### src/rtl/loc_pkg.sv
package loc_pkg;

  localparam int unsigned REG_W      = 32;
  localparam int unsigned WIN_STRIDE = 32'h1000;
  localparam int unsigned ACC_OFS    = 32'h000;
  localparam int unsigned STS_OFS    = 32'h018;

  localparam int unsigned ACC_REQ_BIT   = 1;
  localparam int unsigned ACC_ACT_BIT   = 5;
  localparam int unsigned ACC_VALID_BIT = 7;
  localparam int unsigned STS_RDY_BIT   = 6;

  typedef enum logic [3:0] {
    S_IDLE,
    S_OP_REQ,
    S_OP_POLL,
    S_OP_GAP,
    S_OP_RDY,
    S_CL_CHK,
    S_CL_REL,
    S_CL_POLL,
    S_CL_GAP
  } loc_state_e;

  function automatic logic [31:0] win_addr(logic [31:0] base, int unsigned loc,
                                           int unsigned ofs);
    return base + 32'(loc * WIN_STRIDE) + 32'(ofs);
  endfunction

  function automatic logic [REG_W-1:0] bit_word(int unsigned b);
    logic [REG_W-1:0] w;
    w = '0;
    w[b] = 1'b1;
    return w;
  endfunction

  function automatic logic acc_active(logic [REG_W-1:0] w);
    return w[ACC_ACT_BIT];
  endfunction

endpackage

### src/rtl/loc_poll_timer.sv
module loc_poll_timer #(
  parameter int POLL_GAP   = 125,
  parameter int POLL_LIMIT = 1000000
) (
  input  logic clk,
  input  logic rst_n,
  input  logic arm,
  input  logic miss,
  output logic last_poll,
  output logic gap_done
);
  localparam int CNT_W = $clog2(POLL_LIMIT + 1);
  localparam int GAP_W = $clog2(POLL_GAP + 1);

  logic [CNT_W-1:0] miss_cnt_q;
  logic [GAP_W-1:0] gap_cnt_q;
  logic             gap_run_q;

  assign last_poll = (miss_cnt_q == CNT_W'(POLL_LIMIT - 1));
  assign gap_done  = gap_run_q && (gap_cnt_q == GAP_W'(POLL_GAP - 1));

  always_ff @(posedge clk or negedge rst_n) begin
    if (!rst_n) begin
      miss_cnt_q <= '0;
    end else if (arm) begin
      miss_cnt_q <= '0;
    end else if (miss) begin
      miss_cnt_q <= miss_cnt_q + 1'b1;
    end
  end

  always_ff @(posedge clk or negedge rst_n) begin
    if (!rst_n) begin
      gap_run_q <= 1'b0;
      gap_cnt_q <= '0;
    end else if (miss) begin
      gap_run_q <= 1'b1;
      gap_cnt_q <= '0;
    end else if (gap_run_q) begin
      if (gap_done) gap_run_q <= 1'b0;
      else          gap_cnt_q <= gap_cnt_q + 1'b1;
    end
  end
endmodule

### src/rtl/loc_bus_map.sv
module loc_bus_map
  import loc_pkg::*;
#(
  parameter int          ADDR_W    = 16,
  parameter logic [31:0] BASE_ADDR = 32'h0
) (
  input  loc_state_e        state,
  output logic              req,
  output logic              we,
  output logic [ADDR_W-1:0] addr,
  output logic [REG_W-1:0]  wdata
);
  localparam logic [ADDR_W-1:0] ACC_A = ADDR_W'(win_addr(BASE_ADDR, 0, ACC_OFS));
  localparam logic [ADDR_W-1:0] STS_A = ADDR_W'(win_addr(BASE_ADDR, 0, STS_OFS));

  always_comb begin
    req   = 1'b0;
    we    = 1'b0;
    addr  = ACC_A;
    wdata = '0;
    case (state)
      S_OP_REQ: begin
        req = 1'b1; we = 1'b1; wdata = bit_word(ACC_REQ_BIT);
      end
      S_OP_POLL, S_CL_CHK, S_CL_POLL: begin
        req = 1'b1;
      end
      S_OP_RDY: begin
        req = 1'b1; we = 1'b1; addr = STS_A; wdata = bit_word(STS_RDY_BIT);
      end
      S_CL_REL: begin
        req = 1'b1; we = 1'b1; wdata = bit_word(ACC_ACT_BIT);
      end
      default: ;
    endcase
  end
endmodule

### src/rtl/loc_access_ctrl.sv
module loc_access_ctrl
  import loc_pkg::*;
#(
  parameter int          ADDR_W     = 16,
  parameter logic [31:0] BASE_ADDR  = 32'h0,
  parameter int          POLL_GAP   = 125,
  parameter int          POLL_LIMIT = 1000000
) (
  input  logic              clk,
  input  logic              rst_n,
  input  logic              open_i,
  input  logic              close_i,
  output logic              bus_req_o,
  output logic              bus_we_o,
  output logic [ADDR_W-1:0] bus_addr_o,
  output logic [31:0]       bus_wdata_o,
  input  logic              bus_ack_i,
  input  logic [31:0]       bus_rdata_i,
  output logic              busy_o,
  output logic              done_o,
  output logic              timeout_o
);
  loc_state_e state_q, state_d;

  logic bus_fin_w, hit_w, in_poll_w, poll_good_w, poll_bad_w;
  logic poll_miss_w, arm_w, last_poll_w, gap_done_w;
  logic fin_ok_w, fin_to_w;
  logic done_q, to_q;

  loc_bus_map #(.ADDR_W(ADDR_W), .BASE_ADDR(BASE_ADDR)) u_map (
    .state (state_q),
    .req   (bus_req_o),
    .we    (bus_we_o),
    .addr  (bus_addr_o),
    .wdata (bus_wdata_o)
  );

  loc_poll_timer #(.POLL_GAP(POLL_GAP), .POLL_LIMIT(POLL_LIMIT)) u_timer (
    .clk       (clk),
    .rst_n     (rst_n),
    .arm       (arm_w),
    .miss      (poll_miss_w),
    .last_poll (last_poll_w),
    .gap_done  (gap_done_w)
  );

  assign bus_fin_w   = bus_req_o & bus_ack_i;
  assign hit_w       = acc_active(bus_rdata_i);
  assign in_poll_w   = (state_q == S_OP_POLL) || (state_q == S_CL_POLL);
  assign poll_good_w = in_poll_w && bus_fin_w &&
                       ((state_q == S_OP_POLL) ? hit_w : !hit_w);
  assign poll_bad_w  = in_poll_w && bus_fin_w && !poll_good_w;
  assign fin_to_w    = poll_bad_w && last_poll_w;
  assign poll_miss_w = poll_bad_w && !last_poll_w;
  assign arm_w       = bus_fin_w && ((state_q == S_OP_REQ) || (state_q == S_CL_REL));
  assign fin_ok_w    = bus_fin_w && ((state_q == S_OP_RDY) ||
                                     ((state_q == S_CL_CHK) && !hit_w) ||
                                     ((state_q == S_CL_POLL) && !hit_w));

  always_comb begin
    state_d = state_q;
    case (state_q)
      S_IDLE: begin
        if (open_i)       state_d = S_OP_REQ;
        else if (close_i) state_d = S_CL_CHK;
      end
      S_OP_REQ:  if (bus_fin_w) state_d = S_OP_POLL;
      S_OP_POLL: begin
        if (poll_good_w)      state_d = S_OP_RDY;
        else if (fin_to_w)    state_d = S_IDLE;
        else if (poll_miss_w) state_d = S_OP_GAP;
      end
      S_OP_GAP:  if (gap_done_w) state_d = S_OP_POLL;
      S_OP_RDY:  if (bus_fin_w) state_d = S_IDLE;
      S_CL_CHK:  if (bus_fin_w) state_d = hit_w ? S_CL_REL : S_IDLE;
      S_CL_REL:  if (bus_fin_w) state_d = S_CL_POLL;
      S_CL_POLL: begin
        if (poll_good_w || fin_to_w) state_d = S_IDLE;
        else if (poll_miss_w)        state_d = S_CL_GAP;
      end
      S_CL_GAP:  if (gap_done_w) state_d = S_CL_POLL;
      default:   state_d = S_IDLE;
    endcase
  end

  always_ff @(posedge clk or negedge rst_n) begin
    if (!rst_n) begin
      state_q <= S_IDLE;
      done_q  <= 1'b0;
      to_q    <= 1'b0;
    end else begin
      state_q <= state_d;
      done_q  <= fin_ok_w | fin_to_w;
      to_q    <= fin_to_w;
    end
  end

  assign busy_o    = (state_q != S_IDLE);
  assign done_o    = done_q;
  assign timeout_o = to_q;
endmodule

### config.mk
export PLATFORM = sky130hd
export DESIGN_NAME = loc_access_ctrl
export DESIGN_NICKNAME = d
export VERILOG_FILES = /design/src/rtl/loc_pkg.sv /design/src/rtl/loc_poll_timer.sv /design/src/rtl/loc_bus_map.sv /design/src/rtl/loc_access_ctrl.sv
export SDC_FILE = /design/constraint.sdc
export NUM_CORES = 1
export LEC_CHECK = 0
export BUFFER_PORTS_ARGS = -buffer_cell sky130_fd_sc_hd__buf_2
export CAP_MARGIN = 20
export CORE_MARGIN = 1
export CORE_UTILIZATION = 31
export CTS_CLUSTER_DIAMETER = 150
export DETAILED_ROUTE_END_ITERATION = 8
export PLACE_DENSITY = 0.55
export SLEW_MARGIN = 20
export SYNTH_ARGS = -nofsm -noshare
export SYNTH_HDL_FRONTEND = slang
export SYNTH_SLANG_ARGS = --single-unit
export TNS_END_PERCENT = 1
### constraint.sdc
create_clock -name clk -period 2.4 [get_ports clk]
set_input_delay 0.24 -clock clk [delete_from_list [all_inputs] [get_ports clk]]
set_output_delay 0.24 -clock clk [all_outputs]
set_load 0.02 [all_outputs]
==> summary.txt, run 1 <==
Outcome
  – Status: completed

CTS
  – CTS max path bufs: 2
  – CTS Root Cell: clkbuf_8
  – Clock sink total: 34
  – Clock slew at reported path FFs: ~70 ps
  – Post_cts resized: 0
  – Postcts setup bufs: 0
  – CTS tree: done
  – Hold-fix buffers, CTS: 0
  – Worst-Skew Late Latency: 280 ps
  – H-Tree Level Count: 2
  – TritonCTS buffer count: 5

Die
  – Die Area: 8480 sq um
  – Die W: 92.1 um
  – Ports: 90
  – Core area: ~8000 sq um
  – FP Rows: 32
  – Starting Density: 0.322
  – Die Y: about 92 um

Power and ir drop
  – Peak supply drop: 0.342 mV
  – Total power: around 2300 uW
  – PwrDens: approximately 900 nW/um^2
  – Static Leak: roughly 0.0012 uW

Min path
  – Hold/Removal Path Class: in -> async

Worst setup path
  – CP Capture Type: flop
  – Critical path arrival: approximately 2400 ps
  – Worst reg2reg path depth: 5
  – CP required: between 2000 and 3000 ps
  – Crit path max fanout: 20
  – CP Launch Type: flop
  – CP Class: reg -> reg

Synth
  – Syn avg cell area: 9.08 sq um
  – Yosys warns: 0
  – Netlist cell types: between 50 and 60
  – Mapped Area: 2520 sq um
  – Synth Flop Type: dfrtp_1
  – Post-synth EDFFs: 0
  – Mapped Cells: between 200 and 300
  – Sequential area share after synthesis: 0.338
  – Synth Register Bits: 34
  – Synth async-reset ratio: 1.00

Place
  – IO buf count: 15
  – Post-DP HPWL: between 3000 and 4000 um
  – Pre-CTS WS: 219 ps
  – Final Wtd Congestion: approximately 0.78

Timing
  – Setup violations, final: 0
  – Post-route setup TNS: 0 ps
  – Peak Freq: 454 MHz
  – RSZ-0062 raised after global routing: no
  – Final clock skew: 6.53 ps
  – Setup slack after layout: 200 ps
  – Min Clock Period, post-route: 2200 ps
  – Final Hold Fails: 0
  – Final Max Tran Viols: 0
  – Hold Worst Slack: about 25 ps
  – Rel. slew slack: 0.485
  – Tcrit/Tclk final: 0.917
  – Worst Max-Slew Pin Slew: 773 ps

GRT
  – Vias in the first global route: between 1500 and 2000
  – Overflow after GRT: 0
  – Largest net degree at the start of global routing: 35
  – All-Layer GR Usage: 0.110
  – Busiest layer in global routing: met2
  – Grt met3 use: 0.0133
  – Initial antenna violation count: 0
  – First-pass GRT wire length: roughly 7600 um
  – M1 GR Usage: 0.140
  – M2 GR Usage: 0.180

Layout
  – Diode count: 0
  – Area grow syn2layout: 3.68%
  – Fillers: between 800 and 900
  – Area of the multi-input gates: around 1400 sq um
  – Share of cells above drive strength 1: 0.156
  – Final net count: 330
  – Sequential cell area: ~850 sq um

Flow run
  – Max-cap violation count: 0

Route
  – Pre-antenna DRT Iters: 4
  – Final WL: ~4400 um
  – Routed Antenna Nets: 0
  – Iteration-0 DRC Markers: 63
  – Via Count: between 1500 and 2000
  – DR vias/cell: around 4.6
  – WL per Instance: around 11 um
  – Post-route DRC violation count: 0
critical path, stage by stage (launching register included):
cell	delay, ps
dfrtp_1	720
and3_1	400
o21ai_0	200
a21oi_2	330
nand4_1	150
mux2_2	290
state kept, by name, indices dropped and copies added (netlist names):
signal and flops:
timeout_o 1, u_timer.gap_run_q 1, done_o 1, u_timer.gap_cnt_q 7, u_timer.miss_cnt_q 20, state_q 4
cell usage after synthesis (all sizes together), types with 2 or more instances:
cell     instances  area share
and4b            2      0.0080
and3             3      0.0075
nand4            9       0.022
nand2           11       0.016
or2              3      0.0085
and4             5       0.017
nand3            7       0.014
and2             2      0.0050
xnor2           18       0.063
nor3b            2      0.0060
a211oi           6       0.020
o22ai            2      0.0050
inv              8       0.012
mux2i            3       0.012
buf             52        0.15
a21oi            8       0.017
nor2b            3      0.0075
nand3b           2      0.0060
o2111ai          2       0.021
and3b            2      0.0075
nor2            36       0.054
nor4b            3       0.010
mux2             2       0.010
nor3             8       0.020
nand2b           7       0.017
xor2             5       0.017
o21ai            6       0.012
o41ai            2      0.0099
clkbuf           7       0.010
dfrtp           34        0.34
ha               3       0.015
a2111oi          2       0.017
where the power goes:
| part | internal [uW] | switching [uW] | total (uW) |
|---|---|---|---|
| logic | 443 | 623 | 1070 |
| clock network | 221 | 195 | 417 |
| registers | 684 | 163 | 847 |
layout make-up:
type | count | share of cell area
Clock buffer | 6 | 0.0317
Inverter | 8 | 0.0115
Multi-Input combinational cell | 218 | 0.530
Sequential cell | 34 | 0.326
Tap cell | 102 | 0.0489
Timing Repair Buffer | 23 | 0.0518
metrics by stage:
step	cells	utilization	cell area [sq um]
final	391	0.334	2610
after CTS	391	0.334	2610
after detailed placement	385	0.324	2530
after global routing	391	0.334	2610
after global placement	385	0.324	2530
after floorplan	319	-	2670
cell usage in the layout, fill, tap and decap left out, types with 6 or more instances in the layout:
cell type / count
inv_1: 8
o21ai_0: 6
conb_1: 43
nand3_1: 7
nor3_1: 7
nor2_1: 36
nand4_1: 9
xnor2_1: 18
nand2b_1: 7
buf_2: 15
nand2_1: 11
buf_4: 8
a21oi_1: 7
dfrtp_1: 34
clkbuf_8: 6
layer usage:
layer / vias to the layer above / routed length, um
met5: - / 0
met4: 0 / 74
met3: 6 / 139
met2: 52 / 2140
met1: 863 / 2070
li1: 892 / -
cells by family after synthesis:
logic type | count (synthesis) | share of synthesized area
buf+inv | 67 | 0.175
other cells | 1 | 0.00149
xor+xnor | 23 | 0.0801
flops | 34 | 0.338
fa+ha+maj | 3 | 0.0149
mux | 5 | 0.0224
simple gates | 108 | 0.237
compound gates | 36 | 0.131
path summary, 6_finish.rpt:
kind	end	start	slack, ps
worst min register to register	u_timer.miss_cnt_q[3]$_DFFE_PN0P_	u_timer.miss_cnt_q[3]$_DFFE_PN0P_	530
worst min-delay path	u_timer.miss_cnt_q[12]$_DFFE_PN0P_	rst_n	30
worst max register to register	u_timer.miss_cnt_q[4]$_DFFE_PN0P_	state_q[0]$_DFFE_PN0P_	200
max in group asynchronous	u_timer.miss_cnt_q[0]$_DFFE_PN0P_	rst_n	1870
min in group clk	state_q[2]$_DFFE_PN0P_	bus_ack_i	260
worst max-delay path	u_timer.miss_cnt_q[4]$_DFFE_PN0P_	state_q[0]$_DFFE_PN0P_	200
Note: power is estimated with default switching activity, not from simulation.
==> run 2, diff against run 1 <==
==> constraint.sdc (replaced) <==
create_clock -name clk -period 2.1 [get_ports clk]
set_input_delay 0.21 -clock clk [delete_from_list [all_inputs] [get_ports clk]]
set_output_delay 0.21 -clock clk [all_outputs]
set_load 0.02 [all_outputs]
==> summary.txt, run 2 (synthesis gave the netlist of run 1 again) <==
Timing
  – Min Clock Period, post-route: 1920 ps (-282 ps)
  – Final clock skew: 4.21 ps (-2.32 ps)
  – Worst Max-Slew Pin Slew: 766 ps (-6.14 ps)
  – Final Max Tran Viols: 0 (unchanged)
  – Hold Worst Slack: -4.25 ps (-29.6 ps)
  – Setup slack after layout: 182 ps (-17.9 ps)
  – Setup violations, final: 0 (unchanged)
  – Final Hold Fails: 10 (+10)
  – Rel. slew slack: 0.489 (+0.00409)
  – Peak Freq: 521 MHz (+15%)
  – RSZ-0062 raised after global routing: no
  – Tcrit/Tclk final: 0.913 (-0.00334)
  – Post-route setup TNS: 0 ps (unchanged)

GRT
  – Initial antenna violation count: 0 (unchanged)
  – First-pass GRT wire length: 7820 um (+3.4%)
  – All-Layer GR Usage: 0.114 (+0.00410)
  – Largest net degree at the start of global routing: 35 (unchanged)
  – M2 GR Usage: 0.191 (+0.0106)
  – M1 GR Usage: 0.142 (+0.00110)
  – Overflow after GRT: 0 (unchanged)
  – Grt met3 use: 0.0207 (+0.00746)
  – Vias in the first global route: 1694 (+6.7%)
  – Busiest layer in global routing: met2

Power and ir drop
  – Static Leak: 0.00119 uW (+3.8%)
  – Clock power frac: 0.206 (+0.027)
  – Sw frac: 0.403 (-0.0177)
  – Logic pwr share: 0.467 (+0.009)
  – Flop pwr share: 0.327 (-0.037)
  – Pint: 1710 uW (+27%)
  – PwrDens: 1070 nW/um^2 (+19%)
  – Peak supply drop: 0.261 mV (-24%)
  – Psw: 1160 uW (+18%)

Worst setup path
  – Slowest CP cell: or4_1
  – CP Class: reg -> reg
  – CP Launch Type: flop
  – Critical path arrival: 2090 ps (-280 ps)
  – Slowest cell delay on critical path: 570 ps (-150 ps)
  – WP buf/inv: 0 (unchanged)
  – CP required: 2270 ps (-300 ps)
  – Crit path cell chain: or4_1 > nor3_1 > a221o_2 > or2_4 > mux2_4
  – Crit path max fanout: 10 (-50%)
  – CP Capture Type: flop
  – CP top delay family: simple AND/OR/NAND/NOR gates

CTS
  – CTS Root Cell: clkbuf_8
  – Post_cts resized: 0 (unchanged)
  – Worst-Skew Late Latency: 280 ps (about the same)
  – Postcts setup bufs: 0 (unchanged)
  – Clock sink total: 34 (unchanged)
  – CTS max path bufs: 2 (unchanged)
  – CTS tree: done
  – TritonCTS buffer count: 5 (unchanged)
  – Clock slew at reported path FFs: 70 ps (about the same)
  – H-Tree Level Count: 2 (unchanged)
  – Hold-fix buffers, CTS: 0 (unchanged)

Place
  – Inst Count DP: 392 (+1.8%)
  – Final Wtd Congestion: 0.832 (+6.4%)
  – IO buf count: 15 (unchanged)
  – Pre-CTS WS: 179 ps (-40.0 ps)
  – Post-DP HPWL: 3340 um (+5.5%)

Route
  – Iteration-0 DRC Markers: 73 (+16%)
  – Routed Antenna Nets: 0 (unchanged)
  – DR vias/cell: 4.51 (-2.8%)
  – Post-route DRC violation count: 0 (unchanged)
  – Pre-antenna DRT Iters: 4 (unchanged)
  – WL per Instance: 11.3 um (-0.24%)
  – Final WL: 4510 um (+2.1%)
  – Via Count: 1803 (-0.55%)

Die
  – Die W: 92.1 um (unchanged)
  – Core area: 7810 sq um (unchanged)
  – Starting Density: 0.322 (unchanged)
  – Ports: 90 (unchanged)
  – Die Area: 8480 sq um (unchanged)
  – FP Rows: 32 (unchanged)
  – Die Y: 92.1 um (unchanged)

Layout
  – Cell Count, Final, Fillers Out: 400 (+2.3%)
  – Reg with most FFs: u_timer.miss_cnt_q
  – Most common cell after layout, fill and taps aside: conb_1
  – Max reg flops: 20 (unchanged)
  – Diode count: 0 (unchanged)
  – Share of cells above drive strength 1: 0.178 (+0.0221)
  – Area grow syn2layout: 6.86%
  – Largest registers: u_timer.miss_cnt_q x20, u_timer.gap_cnt_q x7, state_q x4
  – Most frequent cells in the layout: 43 x conb_1, 36 x nor2_1, 34 x dfrtp_1
  – Final net count: 337 (+2.1%)

Flow run
  – Max-cap violation count: 0 (unchanged)

Outcome
  – Failing checks: negative hold slack
  – Status: complete, but fails checks

Min path
  – Hold/Removal Path Class: in -> async
[run 2: path summary, 6_finish.rpt]
path / start / end / slack [ps] / cells after the start
max: state_q[0]$_DFFE_PN0P_ / state_q[0]$_DFFE_PN0P_ / 180 / 5
min: rst_n / u_timer.miss_cnt_q[11]$_DFFE_PN0P_ / -4 / 1
max reg2reg: state_q[0]$_DFFE_PN0P_ / state_q[0]$_DFFE_PN0P_ / 180 / 5
min reg2reg: u_timer.miss_cnt_q[3]$_DFFE_PN0P_ / u_timer.miss_cnt_q[3]$_DFFE_PN0P_ / 530 / 1
max in group asynchronous: rst_n / state_q[3]$_DFFE_PN0P_ / 1610 / 1
min in group clk: bus_ack_i / state_q[2]$_DFFE_PN0P_ / 230 / 2
[run 2: area by class of cell]
class | instances | area, sq um
timing repair buffer | 30 | 188
fill | 828 | 5120
sequential | 34 | 851
inverter | 8 | 30.0
multi-input combinational | 218 | 1380
tap | 102 | 128
clock inverter | 2 | 37.5
clock buffer | 6 | 72.6
[run 2: layer usage]
layer  share of wire  up-vias
met5               0        -
met4           0.022        0
met3           0.040        8
met2            0.47       56
met1            0.47      831
li1                -      908
[run 2: through the flow]
step                area, sq um  utilization  power, uW  hold WS, ps
floorplan                  2670            -       2000        -85.6
global placement           2580        0.330       2270          345
detailed placement         2580        0.330       2290          340
CTS                        2690        0.344       2900         27.9
global route               2690        0.344       3110         49.3
finish                     2690        0.344       2860        -4.25
[run 2: power groups by stage]
| stage | clock network [uW] | logic (uW) | registers [uW] |
|---|---|---|---|
| after floorplan | 0 | 1130 | 869 |
| after global placement | 0 | 1330 | 946 |
| after detailed placement | 0 | 1340 | 950 |
| after CTS | 614 | 1350 | 939 |
| after global routing | 643 | 1500 | 963 |
| final | 590 | 1340 | 937 |
